**src/rtl/mpsp_pkg.sv**
```systemverilog
package mpsp_pkg;

  localparam int DATA_W = 9;
  localparam int NB_W   = 4;

  typedef enum logic [2:0] {
    RX_IDLE,
    RX_START,
    RX_DATA,
    RX_EXTRA,
    RX_STOP
  } rx_state_e;

  // Data bits per character from the length code; parity steals one bit.
  function automatic logic [NB_W-1:0] char_bits(input logic [1:0] len,
                                                 input logic       par);
    logic [NB_W-1:0] b;
    case (len)
      2'd0:    b = 4'd7;
      2'd1:    b = 4'd8;
      default: b = 4'd9;
    endcase
    if (par) b = b - 4'd1;
    return b;
  endfunction

endpackage

```
**src/rtl/mpsp_baud.sv**
```systemverilog
module mpsp_baud #(
  parameter int TW = 16
) (
  input  logic          clk,
  input  logic          rst_n,
  input  logic [TW-1:0] reload,
  input  logic          use_ext,
  input  logic          ext_clk,
  output logic          tick
);

  logic [TW-1:0] cnt;
  logic          e1, e2, e3;
  logic          int_tick, ext_tick;

  always_ff @(posedge clk or negedge rst_n) begin
    if (!rst_n) begin
      cnt <= '0;
    end else if (cnt == '0) begin
      cnt <= reload;
    end else begin
      cnt <= cnt - 1'b1;
    end
  end

  always_ff @(posedge clk or negedge rst_n) begin
    if (!rst_n) begin
      e1 <= 1'b0;
      e2 <= 1'b0;
      e3 <= 1'b0;
    end else begin
      e1 <= ext_clk;
      e2 <= e1;
      e3 <= e2;
    end
  end

  assign int_tick = (cnt == '0);
  assign ext_tick = e2 & ~e3;
  assign tick     = use_ext ? ext_tick : int_tick;

  AST_TICK_SPACING: assert property (@(posedge clk) disable iff (!rst_n)
    (!use_ext && tick && reload != '0) |=> (use_ext || !tick)) else $error("tick spacing");

endmodule

```
**src/rtl/mpsp_tx.sv**
```systemverilog
module mpsp_tx
  import mpsp_pkg::*;
#(
  parameter int DW  = DATA_W,
  parameter int OSR = 16
) (
  input  logic            clk,
  input  logic            rst_n,
  input  logic            tick,
  input  logic            sync_mode,
  input  logic [NB_W-1:0] nbits,
  input  logic            par_en,
  input  logic            par_odd,
  input  logic            mp_en,
  input  logic            in_valid,
  output logic            in_ready,
  input  logic [DW-1:0]   in_data,
  input  logic            in_addr,
  output logic            txd,
  output logic            sclk,
  output logic            samp
);

  localparam int FW = DW + 3;
  localparam int PW = $clog2(OSR);
  localparam int CW = $clog2(FW + 1);

  logic          hold_full, hold_addr;
  logic [DW-1:0] hold_data, dmask;
  logic          active;
  logic [FW-1:0] sh, frm;
  logic [CW-1:0] left, flen;
  logic [PW-1:0] ph;
  logic          pbit, xbit, has_x;
  logic          bit_end, last, load, accept;

  always_comb begin
    for (int i = 0; i < DW; i++) dmask[i] = (NB_W'(i) < nbits);
    pbit  = (^(hold_data & dmask)) ^ par_odd;
    xbit  = mp_en ? hold_addr : pbit;
    has_x = (par_en | mp_en) & ~sync_mode;
    frm   = '1;
    if (sync_mode) begin
      for (int i = 0; i < DW; i++)
        if (NB_W'(i) < nbits) frm[i] = hold_data[i];
      flen = CW'(nbits);
    end else begin
      frm[0] = 1'b0;
      for (int i = 0; i < DW; i++)
        if (NB_W'(i) < nbits) frm[i+1] = hold_data[i];
      for (int j = 1; j < FW; j++)
        if (has_x && (NB_W'(j) == nbits + 4'd1)) frm[j] = xbit;
      flen = CW'(nbits) + CW'(2) + CW'(has_x);
    end
  end

  assign bit_end  = active && tick && (ph == PW'(OSR - 1));
  assign last     = bit_end && (left == CW'(1));
  assign load     = hold_full && tick && (!active || last);
  assign in_ready = !hold_full;
  assign accept   = in_valid && in_ready;

  always_ff @(posedge clk or negedge rst_n) begin
    if (!rst_n) begin
      hold_full <= 1'b0;
      hold_data <= '0;
      hold_addr <= 1'b0;
    end else begin
      hold_full <= accept | (hold_full & ~load);
      if (accept) begin
        hold_data <= in_data;
        hold_addr <= in_addr;
      end
    end
  end

  always_ff @(posedge clk or negedge rst_n) begin
    if (!rst_n) begin
      active <= 1'b0;
      sh     <= '1;
      left   <= '0;
      ph     <= '0;
    end else if (load) begin
      active <= 1'b1;
      sh     <= frm;
      left   <= flen;
      ph     <= '0;
    end else if (last) begin
      active <= 1'b0;
      sh     <= '1;
      ph     <= '0;
    end else if (bit_end) begin
      sh   <= {1'b1, sh[FW-1:1]};
      left <= left - 1'b1;
      ph   <= '0;
    end else if (active && tick) begin
      ph <= ph + 1'b1;
    end
  end

  assign txd  = active ? sh[0] : 1'b1;
  assign sclk = (active && sync_mode) ? ph[PW-1] : 1'b1;
  assign samp = active && sync_mode && tick && (ph == PW'(OSR/2 - 1));

  AST_ASYNC_START_LOW: assert property (@(posedge clk) disable iff (!rst_n)
    (load && !sync_mode) |=> !txd) else $error("start bit");

  AST_SYNC_DATA_ON_FALL: assert property (@(posedge clk) disable iff (!rst_n)
    (sync_mode && active && $past(active) && (txd != $past(txd))) |-> !sclk) else $error("sync edge");

  AST_HOLD_KEPT: assert property (@(posedge clk) disable iff (!rst_n)
    (hold_full && !load) |=> (hold_full && $stable(hold_data))) else $error("hold lost");

endmodule

```
**src/rtl/mpsp_rx.sv**
```systemverilog
module mpsp_rx
  import mpsp_pkg::*;
#(
  parameter int DW  = DATA_W,
  parameter int OSR = 16
) (
  input  logic            clk,
  input  logic            rst_n,
  input  logic            tick,
  input  logic            sync_mode,
  input  logic [NB_W-1:0] nbits,
  input  logic            par_en,
  input  logic            par_odd,
  input  logic            mp_en,
  input  logic            mp_sleep,
  input  logic            rxd,
  input  logic            samp,
  input  logic            err_clr,
  output logic            out_valid,
  input  logic            out_ready,
  output logic [DW-1:0]   out_data,
  output logic            out_addr,
  output logic            perr,
  output logic            ferr,
  output logic            oerr
);

  localparam int PW = $clog2(OSR);
  localparam int IW = $clog2(DW + 1);

  rx_state_e     st;
  logic          r1, r2, sa, sb, xb, vote, at_mid, has_x;
  logic [PW-1:0] ph;
  logic [IW-1:0] idx;
  logic [DW-1:0] dat, cdata, dmask;
  logic          done_async, done_sync, complete, drop, full, p_bad, f_bad, take;

  always_ff @(posedge clk or negedge rst_n) begin
    if (!rst_n) begin
      r1 <= 1'b1;
      r2 <= 1'b1;
    end else begin
      r1 <= rxd;
      r2 <= r1;
    end
  end

  always_comb begin
    for (int i = 0; i < DW; i++) dmask[i] = (NB_W'(i) < nbits);
    cdata = dat;
    if (sync_mode)
      for (int i = 0; i < DW; i++)
        if (IW'(i) == idx) cdata[i] = r2;
  end

  assign vote       = (sa & sb) | (sa & r2) | (sb & r2);
  assign at_mid     = tick && (ph == PW'(OSR/2 + 1));
  assign has_x      = par_en | mp_en;
  assign done_async = !sync_mode && (st == RX_STOP) && at_mid;
  assign done_sync  = sync_mode && samp && (idx == IW'(nbits - 4'd1));
  assign complete   = done_async | done_sync;
  assign drop       = !sync_mode && mp_en && mp_sleep && !xb;
  assign full       = out_valid && !out_ready;
  assign p_bad      = !sync_mode && par_en && ((^(dat & dmask)) ^ xb ^ par_odd);
  assign f_bad      = !sync_mode && !vote;
  assign take       = complete && !drop;

  always_ff @(posedge clk or negedge rst_n) begin
    if (!rst_n) begin
      st  <= RX_IDLE;
      ph  <= '0;
      sa  <= 1'b1;
      sb  <= 1'b1;
      xb  <= 1'b0;
      idx <= '0;
      dat <= '0;
    end else if (sync_mode) begin
      st <= RX_IDLE;
      xb <= 1'b0;
      if (samp) begin
        if (done_sync) begin
          idx <= '0;
          dat <= '0;
        end else begin
          dat <= cdata;
          idx <= idx + 1'b1;
        end
      end
    end else if (st == RX_IDLE) begin
      idx <= '0;
      dat <= '0;
      if (tick && !r2) begin
        st <= RX_START;
        ph <= PW'(1);
      end
    end else if (tick) begin
      ph <= (ph == PW'(OSR - 1)) ? '0 : ph + 1'b1;
      if (ph == PW'(OSR/2 - 1)) sa <= r2;
      if (ph == PW'(OSR/2))     sb <= r2;
      if (at_mid) begin
        case (st)
          RX_START: st <= vote ? RX_IDLE : RX_DATA;
          RX_DATA: begin
            for (int i = 0; i < DW; i++)
              if (IW'(i) == idx) dat[i] <= vote;
            idx <= idx + 1'b1;
            if (idx == IW'(nbits - 4'd1)) st <= has_x ? RX_EXTRA : RX_STOP;
          end
          RX_EXTRA: begin
            xb <= vote;
            st <= RX_STOP;
          end
          default: st <= RX_IDLE;
        endcase
      end
    end
  end

  always_ff @(posedge clk or negedge rst_n) begin
    if (!rst_n) begin
      out_valid <= 1'b0;
      out_data  <= '0;
      out_addr  <= 1'b0;
      perr      <= 1'b0;
      ferr      <= 1'b0;
      oerr      <= 1'b0;
    end else begin
      if (take && !full) begin
        out_valid <= 1'b1;
        out_data  <= cdata;
        out_addr  <= mp_en && !sync_mode && xb;
      end else if (out_valid && out_ready) begin
        out_valid <= 1'b0;
      end
      if (take && full)               oerr <= 1'b1;
      else if (err_clr)               oerr <= 1'b0;
      if (take && !full && p_bad)     perr <= 1'b1;
      else if (err_clr)               perr <= 1'b0;
      if (take && !full && f_bad)     ferr <= 1'b1;
      else if (err_clr)               ferr <= 1'b0;
    end
  end

  AST_RX_HELD: assert property (@(posedge clk) disable iff (!rst_n)
    (out_valid && !out_ready) |=> (out_valid && $stable(out_data))) else $error("rx not held");

  AST_OVERRUN_ONLY_FULL: assert property (@(posedge clk) disable iff (!rst_n)
    $rose(oerr) |-> $past(out_valid && !out_ready)) else $error("spurious overrun");

  AST_SLEEP_ADDR_ONLY: assert property (@(posedge clk) disable iff (!rst_n)
    ($past(mp_en && mp_sleep && !sync_mode) && $rose(out_valid)) |-> out_addr) else $error("data frame in sleep");

endmodule

```
**src/rtl/mp_serial_port.sv**
```systemverilog
module mp_serial_port
  import mpsp_pkg::*;
#(
  parameter int TW  = 16,
  parameter int OSR = 16
) (
  input  logic              clk,
  input  logic              rst_n,
  input  logic              cfg_sync,
  input  logic [1:0]        cfg_len,
  input  logic              cfg_par_en,
  input  logic              cfg_par_odd,
  input  logic              cfg_mp_en,
  input  logic              cfg_mp_sleep,
  input  logic              cfg_ext_clk_sel,
  input  logic [TW-1:0]     cfg_reload,
  input  logic              ext_clk,
  input  logic              tx_valid,
  output logic              tx_ready,
  input  logic [DATA_W-1:0] tx_data,
  input  logic              tx_addr,
  output logic              rx_valid,
  input  logic              rx_ready,
  output logic [DATA_W-1:0] rx_data,
  output logic              rx_addr,
  input  logic              err_clr,
  output logic              err_parity,
  output logic              err_frame,
  output logic              err_overrun,
  output logic              irq_tx,
  output logic              irq_rx,
  output logic              txd,
  input  logic              rxd,
  output logic              sclk
);

  logic            tick, samp, par_eff, mp_eff;
  logic [NB_W-1:0] nbits;

  assign mp_eff  = cfg_mp_en & ~cfg_sync;
  assign par_eff = cfg_par_en & ~cfg_sync & ~cfg_mp_en;
  assign nbits   = char_bits(cfg_len, par_eff);

  mpsp_baud #(.TW(TW)) u_baud (
    .clk     (clk),
    .rst_n   (rst_n),
    .reload  (cfg_reload),
    .use_ext (cfg_ext_clk_sel),
    .ext_clk (ext_clk),
    .tick    (tick)
  );

  mpsp_tx #(.DW(DATA_W), .OSR(OSR)) u_tx (
    .clk       (clk),
    .rst_n     (rst_n),
    .tick      (tick),
    .sync_mode (cfg_sync),
    .nbits     (nbits),
    .par_en    (par_eff),
    .par_odd   (cfg_par_odd),
    .mp_en     (mp_eff),
    .in_valid  (tx_valid),
    .in_ready  (tx_ready),
    .in_data   (tx_data),
    .in_addr   (tx_addr),
    .txd       (txd),
    .sclk      (sclk),
    .samp      (samp)
  );

  mpsp_rx #(.DW(DATA_W), .OSR(OSR)) u_rx (
    .clk       (clk),
    .rst_n     (rst_n),
    .tick      (tick),
    .sync_mode (cfg_sync),
    .nbits     (nbits),
    .par_en    (par_eff),
    .par_odd   (cfg_par_odd),
    .mp_en     (mp_eff),
    .mp_sleep  (cfg_mp_sleep),
    .rxd       (rxd),
    .samp      (samp),
    .err_clr   (err_clr),
    .out_valid (rx_valid),
    .out_ready (rx_ready),
    .out_data  (rx_data),
    .out_addr  (rx_addr),
    .perr      (err_parity),
    .ferr      (err_frame),
    .oerr      (err_overrun)
  );

  assign irq_tx = tx_ready;
  assign irq_rx = rx_valid | err_parity | err_frame | err_overrun;

endmodule

```
**config.mk**
```make
export PLATFORM = sky130hd
export DESIGN_NAME = mp_serial_port
export DESIGN_NICKNAME = d
export VERILOG_FILES = /design/src/rtl/mpsp_pkg.sv /design/src/rtl/mpsp_baud.sv /design/src/rtl/mpsp_tx.sv /design/src/rtl/mpsp_rx.sv /design/src/rtl/mp_serial_port.sv
export SDC_FILE = /design/constraint.sdc
export NUM_CORES = 1
export LEC_CHECK = 0
export ABC_AREA = 1
export BUFFER_PORTS_ARGS = -buffer_cell sky130_fd_sc_hd__buf_2
export CAP_MARGIN = 0
export CORE_UTILIZATION = 45
export DETAILED_ROUTE_END_ITERATION = 8
export HOLD_SLACK_MARGIN = 0.12
export SLEW_MARGIN = 10
export SYNTH_ARGS = -nofsm -noshare
export SYNTH_HDL_FRONTEND = slang
export SYNTH_SLANG_ARGS = --single-unit
```
**constraint.sdc**
```tcl
create_clock -name clk -period 2.6 [get_ports clk]
set_input_delay 0 -clock clk [delete_from_list [all_inputs] [get_ports clk]]
set_output_delay 0 -clock clk [all_outputs]
set_load 0.02 [all_outputs]
```
==> Word level (Yosys, flattened, before mapping) <==
Index checks and enable logic that the tools add are counted.
{ "classes": {"order_cmp": 9, "n_eq_ne": 38, "muxes": 99, "n_reduce_logical": 96, "bitwise": 27, "n_addsub": 10} }
{ "ops": {"columns": ["operator", "n"], "rows": [
  ["$mux W9", 9],
  ["$mux W4", 20],
  ["$mux W1", 55],
  ["$reduce_and A5 Y1", 9],
  ["$logic_and A1 B1 Y1", 40],
  ["$reduce_bool A3 Y1", 13],
  ["$mux W12", 3],
  ["$eq A3 B4 Y1 const A", 8],
  ["$mux W3", 8],
  ["$eq A4 B4 Y1 const A", 5],
  ["$reduce_and A4 Y1", 5],
  ["$reduce_bool A2 Y1", 10],
  ["$and A9 B9 Y9", 2],
  ["$reduce_xor A9 Y1", 2],
  ["$add A4 B1 Y4 const B", 4],
  ["$eq A2 B4 Y1 const A", 4],
  ["$eq A4 B4 Y1 const B", 4],
  ["$logic_not A16 Y1", 1],
  ["$lt A3 B4 Y1 const A", 4],
  ["$mux W16", 1],
  ["$sub A16 B1 Y16 const B", 1],
  ["$sub A4 B1 Y4 const B", 3],
  ["$and A1 B1 Y1", 9],
  ["$logic_not A1 Y1", 9],
  ["other kinds (30)", 50]
]} }
{ "totals": {"out_inout_bits": 19, "word_cells": 313, "in_bits": 41, "regBits": 90} }

==> Depth between registers and ports, before layout <==
{ "logic_depth": {"ltp_word": 12, "ltp_mapped": 20} }

==> By module <==
A second synthesis with hierarchy kept.
{ "hier_totals": {"cells_unflattened": 927, "area_unflattened_um2": 6343.6} }
{ "by_module_without_submodules": {"columns": ["mod", "n_inst", "area_per_inst_um2", "seq_area_each_um2", "cells_each"], "rows": [
  ["mpsp_rx", 1, 2702.6, 980.9, 377],
  ["mpsp_tx", 1, 2392.3, 815.8, 360],
  ["mpsp_baud", 1, 1124.8, 475.5, 164],
  ["mp_serial_port", 1, 123.9, 0.0, 26]
]} }

==> Worst setup path before layout <==
Ideal clock, no wire load.
{ "synth_timing": {"path_type": "register -> register", "start": "reg u_baud.cnt[0]", "end": "reg u_tx.left[1]", "setup_slack_ps": 658, "required_ps": 2469, "path_stages_with_launch": 15, "arrival_ps": 1811, "path_cell_list": "dfrtp_1 -> inv_1 -> ha_1 -> nand3_1 -> nor2_1 -> nand2_1 -> o21ai_2 -> inv_1 -> nor2_4 -> nand2_2 -> buf_2 -> nand2_1 -> o21ai_0 -> o21ai_1 -> o21ai_0"} }
{ "synth_between": {"elab_chain_cells": 9, "word_cells_on_any_way": 12} }
{ "synth_rtl": {"columns": ["item", "line", "source"], "rows": [
  ["from (decl)", "mpsp_baud.sv:12", "logic [TW-1:0] cnt;"],
  ["from (signal assigned)", "mpsp_baud.sv:20", "cnt <= reload;"],
  ["from (signal assigned)", "mpsp_baud.sv:22", "cnt <= cnt - 1'b1;"],
  ["$logic_not A16 Y1 *", "mpsp_baud.sv:38", "assign int_tick = (cnt == '0);"],
  ["$mux W1 *", "mpsp_baud.sv:40", "assign tick = use_ext ? ext_tick : int_tick;"],
  ["$logic_and A1 B1 Y1 (2 in a row)", "mpsp_tx.sv:57", "assign bit_end = active && tick && (ph == PW'(OSR - 1));"],
  ["$logic_and A1 B1 Y1", "mpsp_tx.sv:58", "assign last = bit_end && (left == CW'(1));"],
  ["$logic_or A1 B1 Y1", "mpsp_tx.sv:59", "assign load = hold_full && tick && (!active || last);"],
  ["$logic_and A1 B1 Y1", "mpsp_tx.sv:59", null],
  ["$ne A2 B2 Y1 (no line) or $reduce_bool A2 Y1 (tied branches)", null, null],
  ["$reduce_and A2 Y1 (no line)", null, null],
  ["to (signal assigned)", "mpsp_tx.sv:86", "left <= flen;"],
  ["to (signal assigned)", "mpsp_tx.sv:94", "left <= left - 1'b1;"],
  ["to (decl)", "mpsp_tx.sv:32", "logic [CW-1:0] left, flen;"]
]} }
Mark *: on every way between the ends. The rest lies on a longest branch, timed or not.
A chain may end at the register's enable or synchronous reset.

==> Final worst setup path <==
{ "layout_timing": {"start": "reg u_baud.cnt[0]", "end": "reg u_rx.oerr"} }
{ "layout_between": {"elab_chain_cells": 10, "word_cells_on_any_way": 13} }
{ "layout_rtl": {"columns": ["item", "line", "source"], "rows": [
  ["$logic_not A16 Y1 *", "mpsp_baud.sv:38", null],
  ["$mux W1 *", "mpsp_baud.sv:40", null],
  ["$logic_and A1 B1 Y1 (2 in a row)", "mpsp_tx.sv:103", "assign samp = active && sync_mode && tick && (ph == PW'(OSR/2 - 1));"],
  ["$logic_and A1 B1 Y1 (2 in a row)", "mpsp_rx.sv:60", "assign done_sync = sync_mode && samp && (idx == IW'(nbits - 4'd1));"],
  ["$or A1 B1 Y1 *", "mpsp_rx.sv:61", "assign complete = done_async | done_sync;"],
  ["$logic_and A1 B1 Y1 *", "mpsp_rx.sv:66", "assign take = complete && !drop;"],
  ["$logic_and A1 B1 Y1 *", "mpsp_rx.sv:135", "if (take && full) oerr <= 1'b1;"],
  ["$mux W1 or $reduce_bool A2 Y1 (tied branches)", null, null],
  ["to (signal assigned)", "mpsp_rx.sv:126", "oerr <= 1'b0;"],
  ["to (signal assigned)", "mpsp_rx.sv:135", null],
  ["to (signal assigned)", "mpsp_rx.sv:136", "else if (err_clr) oerr <= 1'b0;"],
  ["to (decl)", "mpsp_rx.sv:25", "output logic oerr"]
]} }
Marks and branches as above.

==> out/results.tsv <==
stage	metric	value	unit
run_status	status	finished clean	
setup_path	Setup crit start kind	register	
synth	Syn Std Cell Area	0.00580	sq mm
global_route	vias in the first global route	4939	
synth	Netlist cell types	45	
global_route	initial antenna violation count	0	
die	# IOs	60	
sta	relative slew slack	0.573	
layout	area of the multi-input gates	0.00310	sq mm
sta	worst-margin pin slew	641	ps
detailed_routing	via count	5133	
setup_path	Crit path required time	2890	ps
synth	warnings from Yosys	0	
detailed_routing	overall routed net length	13600	um
synth	sequential share of the synthesized area	0.392	
die	Starting Density	0.461	
clock_network	CTS tree	built	
global_route	first-pass GRT wire length	22900	um
die	Core Rows	41	
layout	Area Overhead vs Synth	19.4	%
detailed_routing	post-DR vias/cell	4.98	
job	max cap viols	0	
placement	Placer Congestion	0.893	
die	Core Area	0.0126	sq mm
power	switching share of power	0.407	
sta	Worst Clk Skew	6.70	ps
power	combinational share of power	0.400	
power	cell leakage power	0.00337	uW
synth	Post-synth EDFFs	0	
sta	post-layout worst setup margin	194	ps
setup_path	WS Path Type	register to register	
synth	ys async rst share	1.00	
clock_network	CTS Sinks	90	
sta	final-report setup violation count	0	
detailed_routing	DRT Pass-1 Iters	5	
setup_path	CP Capture Type	register	
die	die span in x	116	um
layout	Core Util, Final	0.551	
detailed_routing	antenna-violating nets left	0	
clock_network	CTS buffer count	9	
global_route	grt ovf	0	
global_route	largest net degree at the start of global routing	48	
global_route	GRT Total Usage	0.220	
sta	fmax	416	MHz
sta	Hold Vio Cnt, Final	0	
power	P_sw	2400	uW
die	DIE AREA	0.0133	sq mm
layout	most frequent cells in the layout	160 x nand2_1, 110 x nor2_1, 84 x inv_1	
power	Worst VDD drop	0.380	mV
die	die height	116	um
placement	pre-CTS setup slack	185	ps
clock_network	number of H-tree levels	3	
synth	Synth Flop Type	dfrtp_1	
synth	Mean Syn Cell Area	7.60	sq um
placement	dpl cell area	0.00626	sq mm
clock_network	Reg clk slew, reported paths	70	ps
synth	number of synthesized register bits	90	
clock_network	Max Buffers Root-to-Sink	2	
layout	FILL cells	1202	
detailed_routing	DRT iter0 DRCs	275	
power	P per Cell Area	853	mW/mm^2
power	Internal	3500	uW
layout	leading cell type in the layout, fill and taps excluded	nand2_1	
detailed_routing	DRC viols	0	
sta	Slew Viols, Final	0	
clock_network	clk_lat worst skew	350	ps
setup_path	worst-path fanout max	5	
synth	Cells after Synth	763	
layout	layout cells sized above 1	0.183	
placement	DPL Wire Length	9880	um
clock_network	clock root buffer	clkbuf_16	
layout	register area	0.00227	sq mm
sta	setup tns final	0	ps
power	Clk pwr share	0.224	
setup_path	crit path DAT	2690	ps
power	sequential power share	0.376	
setup_path	CP max stage cell	dlygate4sd3_1	
layout	Design Area, Final	0.00692	sq mm
setup_path	CP peak stage delay	560	ps
sta	fin crit share	0.926	
layout	diodes inserted	0	
detailed_routing	drt wl/cell	13.2	um
synth	Post-Synthesis Net Count	823	
worst_hold_path	class of the worst hold path	input port to register	
sta	min Tclk post-route	2410	ps
layout	Final Net Count	913	
setup_path	crit path cell chain	inv_2, ha_1, nand3_1, nor2_1, nand2_1, o21ai_4, nand2_2, inv_1, nand4_2, o21ai_4, nand2_2, o22ai_1, dlygate4sd3_1	
placement	PortBufs	59	
sta	RSZ-0062 raised after global routing	no	
[logic make-up after synthesis]
logic type | share of synthesized area
xor+xnor | 0.0570
flops | 0.392
compound gates | 0.124
simple gates | 0.283
fa+ha+maj | 0.0410
mux | 0.0240
buf+inv | 0.0786
[layer usage]
metal | GRT usage | vias up | routed length (um)
li1 | - | 2638 | -
met1 | 0.300 | 2379 | 6670
met2 | 0.355 | 102 | 6220
met3 | 0.0329 | 14 | 451
met4 | 0.0805 | 0 | 223
met5 | 0 | - | 0
[registers in the layout, summed over array words and instances (netlist names), 3 cells and up]
signal and count:
u_baud.cnt 16, u_tx.left 4, u_rx.dat 9, u_rx.out_data 9
u_tx.hold_data 9, u_rx.ph 4, u_rx.st 3, u_rx.idx 4
u_tx.ph 4, u_tx.sh 12
[worst max-delay path: cells and delay by family, from the launching register on]
kind	cells	cell delay [ps]
AND/OR/NAND/NOR	6	580
AO/OA/AOI/OAI	3	450
buffers and inverters	3	750
adder cells (fa/ha/maj)	1	170
flip-flops	1	390
[Yosys cell counts, types with 8 or more instances]
cell        n  area (sq um)
dfrtp_1    74          1850
nand3_1    49           245
nor2_1    111           417
ha_1       19           238
dfstp_2    16           420
nand4_1     9          56.3
o21ai_0    43           215
xor2_1     19           166
inv_1      87           327
nor3_1     10          50.1
o21ai_1     8          40.0
xnor2_1    10          87.6
nand2_1   164           616
o21ai_2    13           114
a21oi_1    48           240
clkbuf_1   10          37.5
[power by group through the flow]
stage | combinational [uW] | sequential, uW | clock (uW)
after global placement | 2250 | 2230 | 0
after CTS | 2350 | 2220 | 1360
after floorplan | 1790 | 2140 | 0
final | 2360 | 2220 | 1320
after detailed placement | 2300 | 2230 | 0
after global routing | 2710 | 2280 | 1420
[through the flow]
step                cells  power (uW)  hold WS [ps]
floorplan             763        3930          -296
global placement      981        4480          64.9
detailed placement    981        4540          66.4
CTS                  1030        5930           156
global route         1030        6410           168
finish               1030        5900           169
[final cells by class]
| class | instances | area share |
|---|---|---|
| clock buffers | 11 | 0.0336 |
| clock inverters | 5 | 0.00904 |
| inverters | 91 | 0.0510 |
| multi-input cells | 563 | 0.448 |
| flip-flops and latches | 90 | 0.328 |
| well taps | 172 | 0.0311 |
| repair buffers | 98 | 0.0990 |
[what timing repair did]
item,CTS,global route
hold endpoints to repair,78,0
hold buffers,33,0
setup buffers,0,0
setup endpoints to repair,0,21
gates resized for setup,0,11
[final timing paths]
check	from	to	slack [ps]	depth (start not counted)
max	u_baud.cnt[0]	u_rx.oerr	190	13
min	cfg_par_en	u_rx.perr	170	5
max reg2reg	u_baud.cnt[0]	u_rx.oerr	190	13
min reg2reg	u_baud.e1	u_baud.e2	350	0
max in group asynchronous	rst_n	u_tx.sh[4]	1670	3
min in group asynchronous	rst_n	u_rx.out_data[1]	220	2
(Power assumes the default switching activity.)
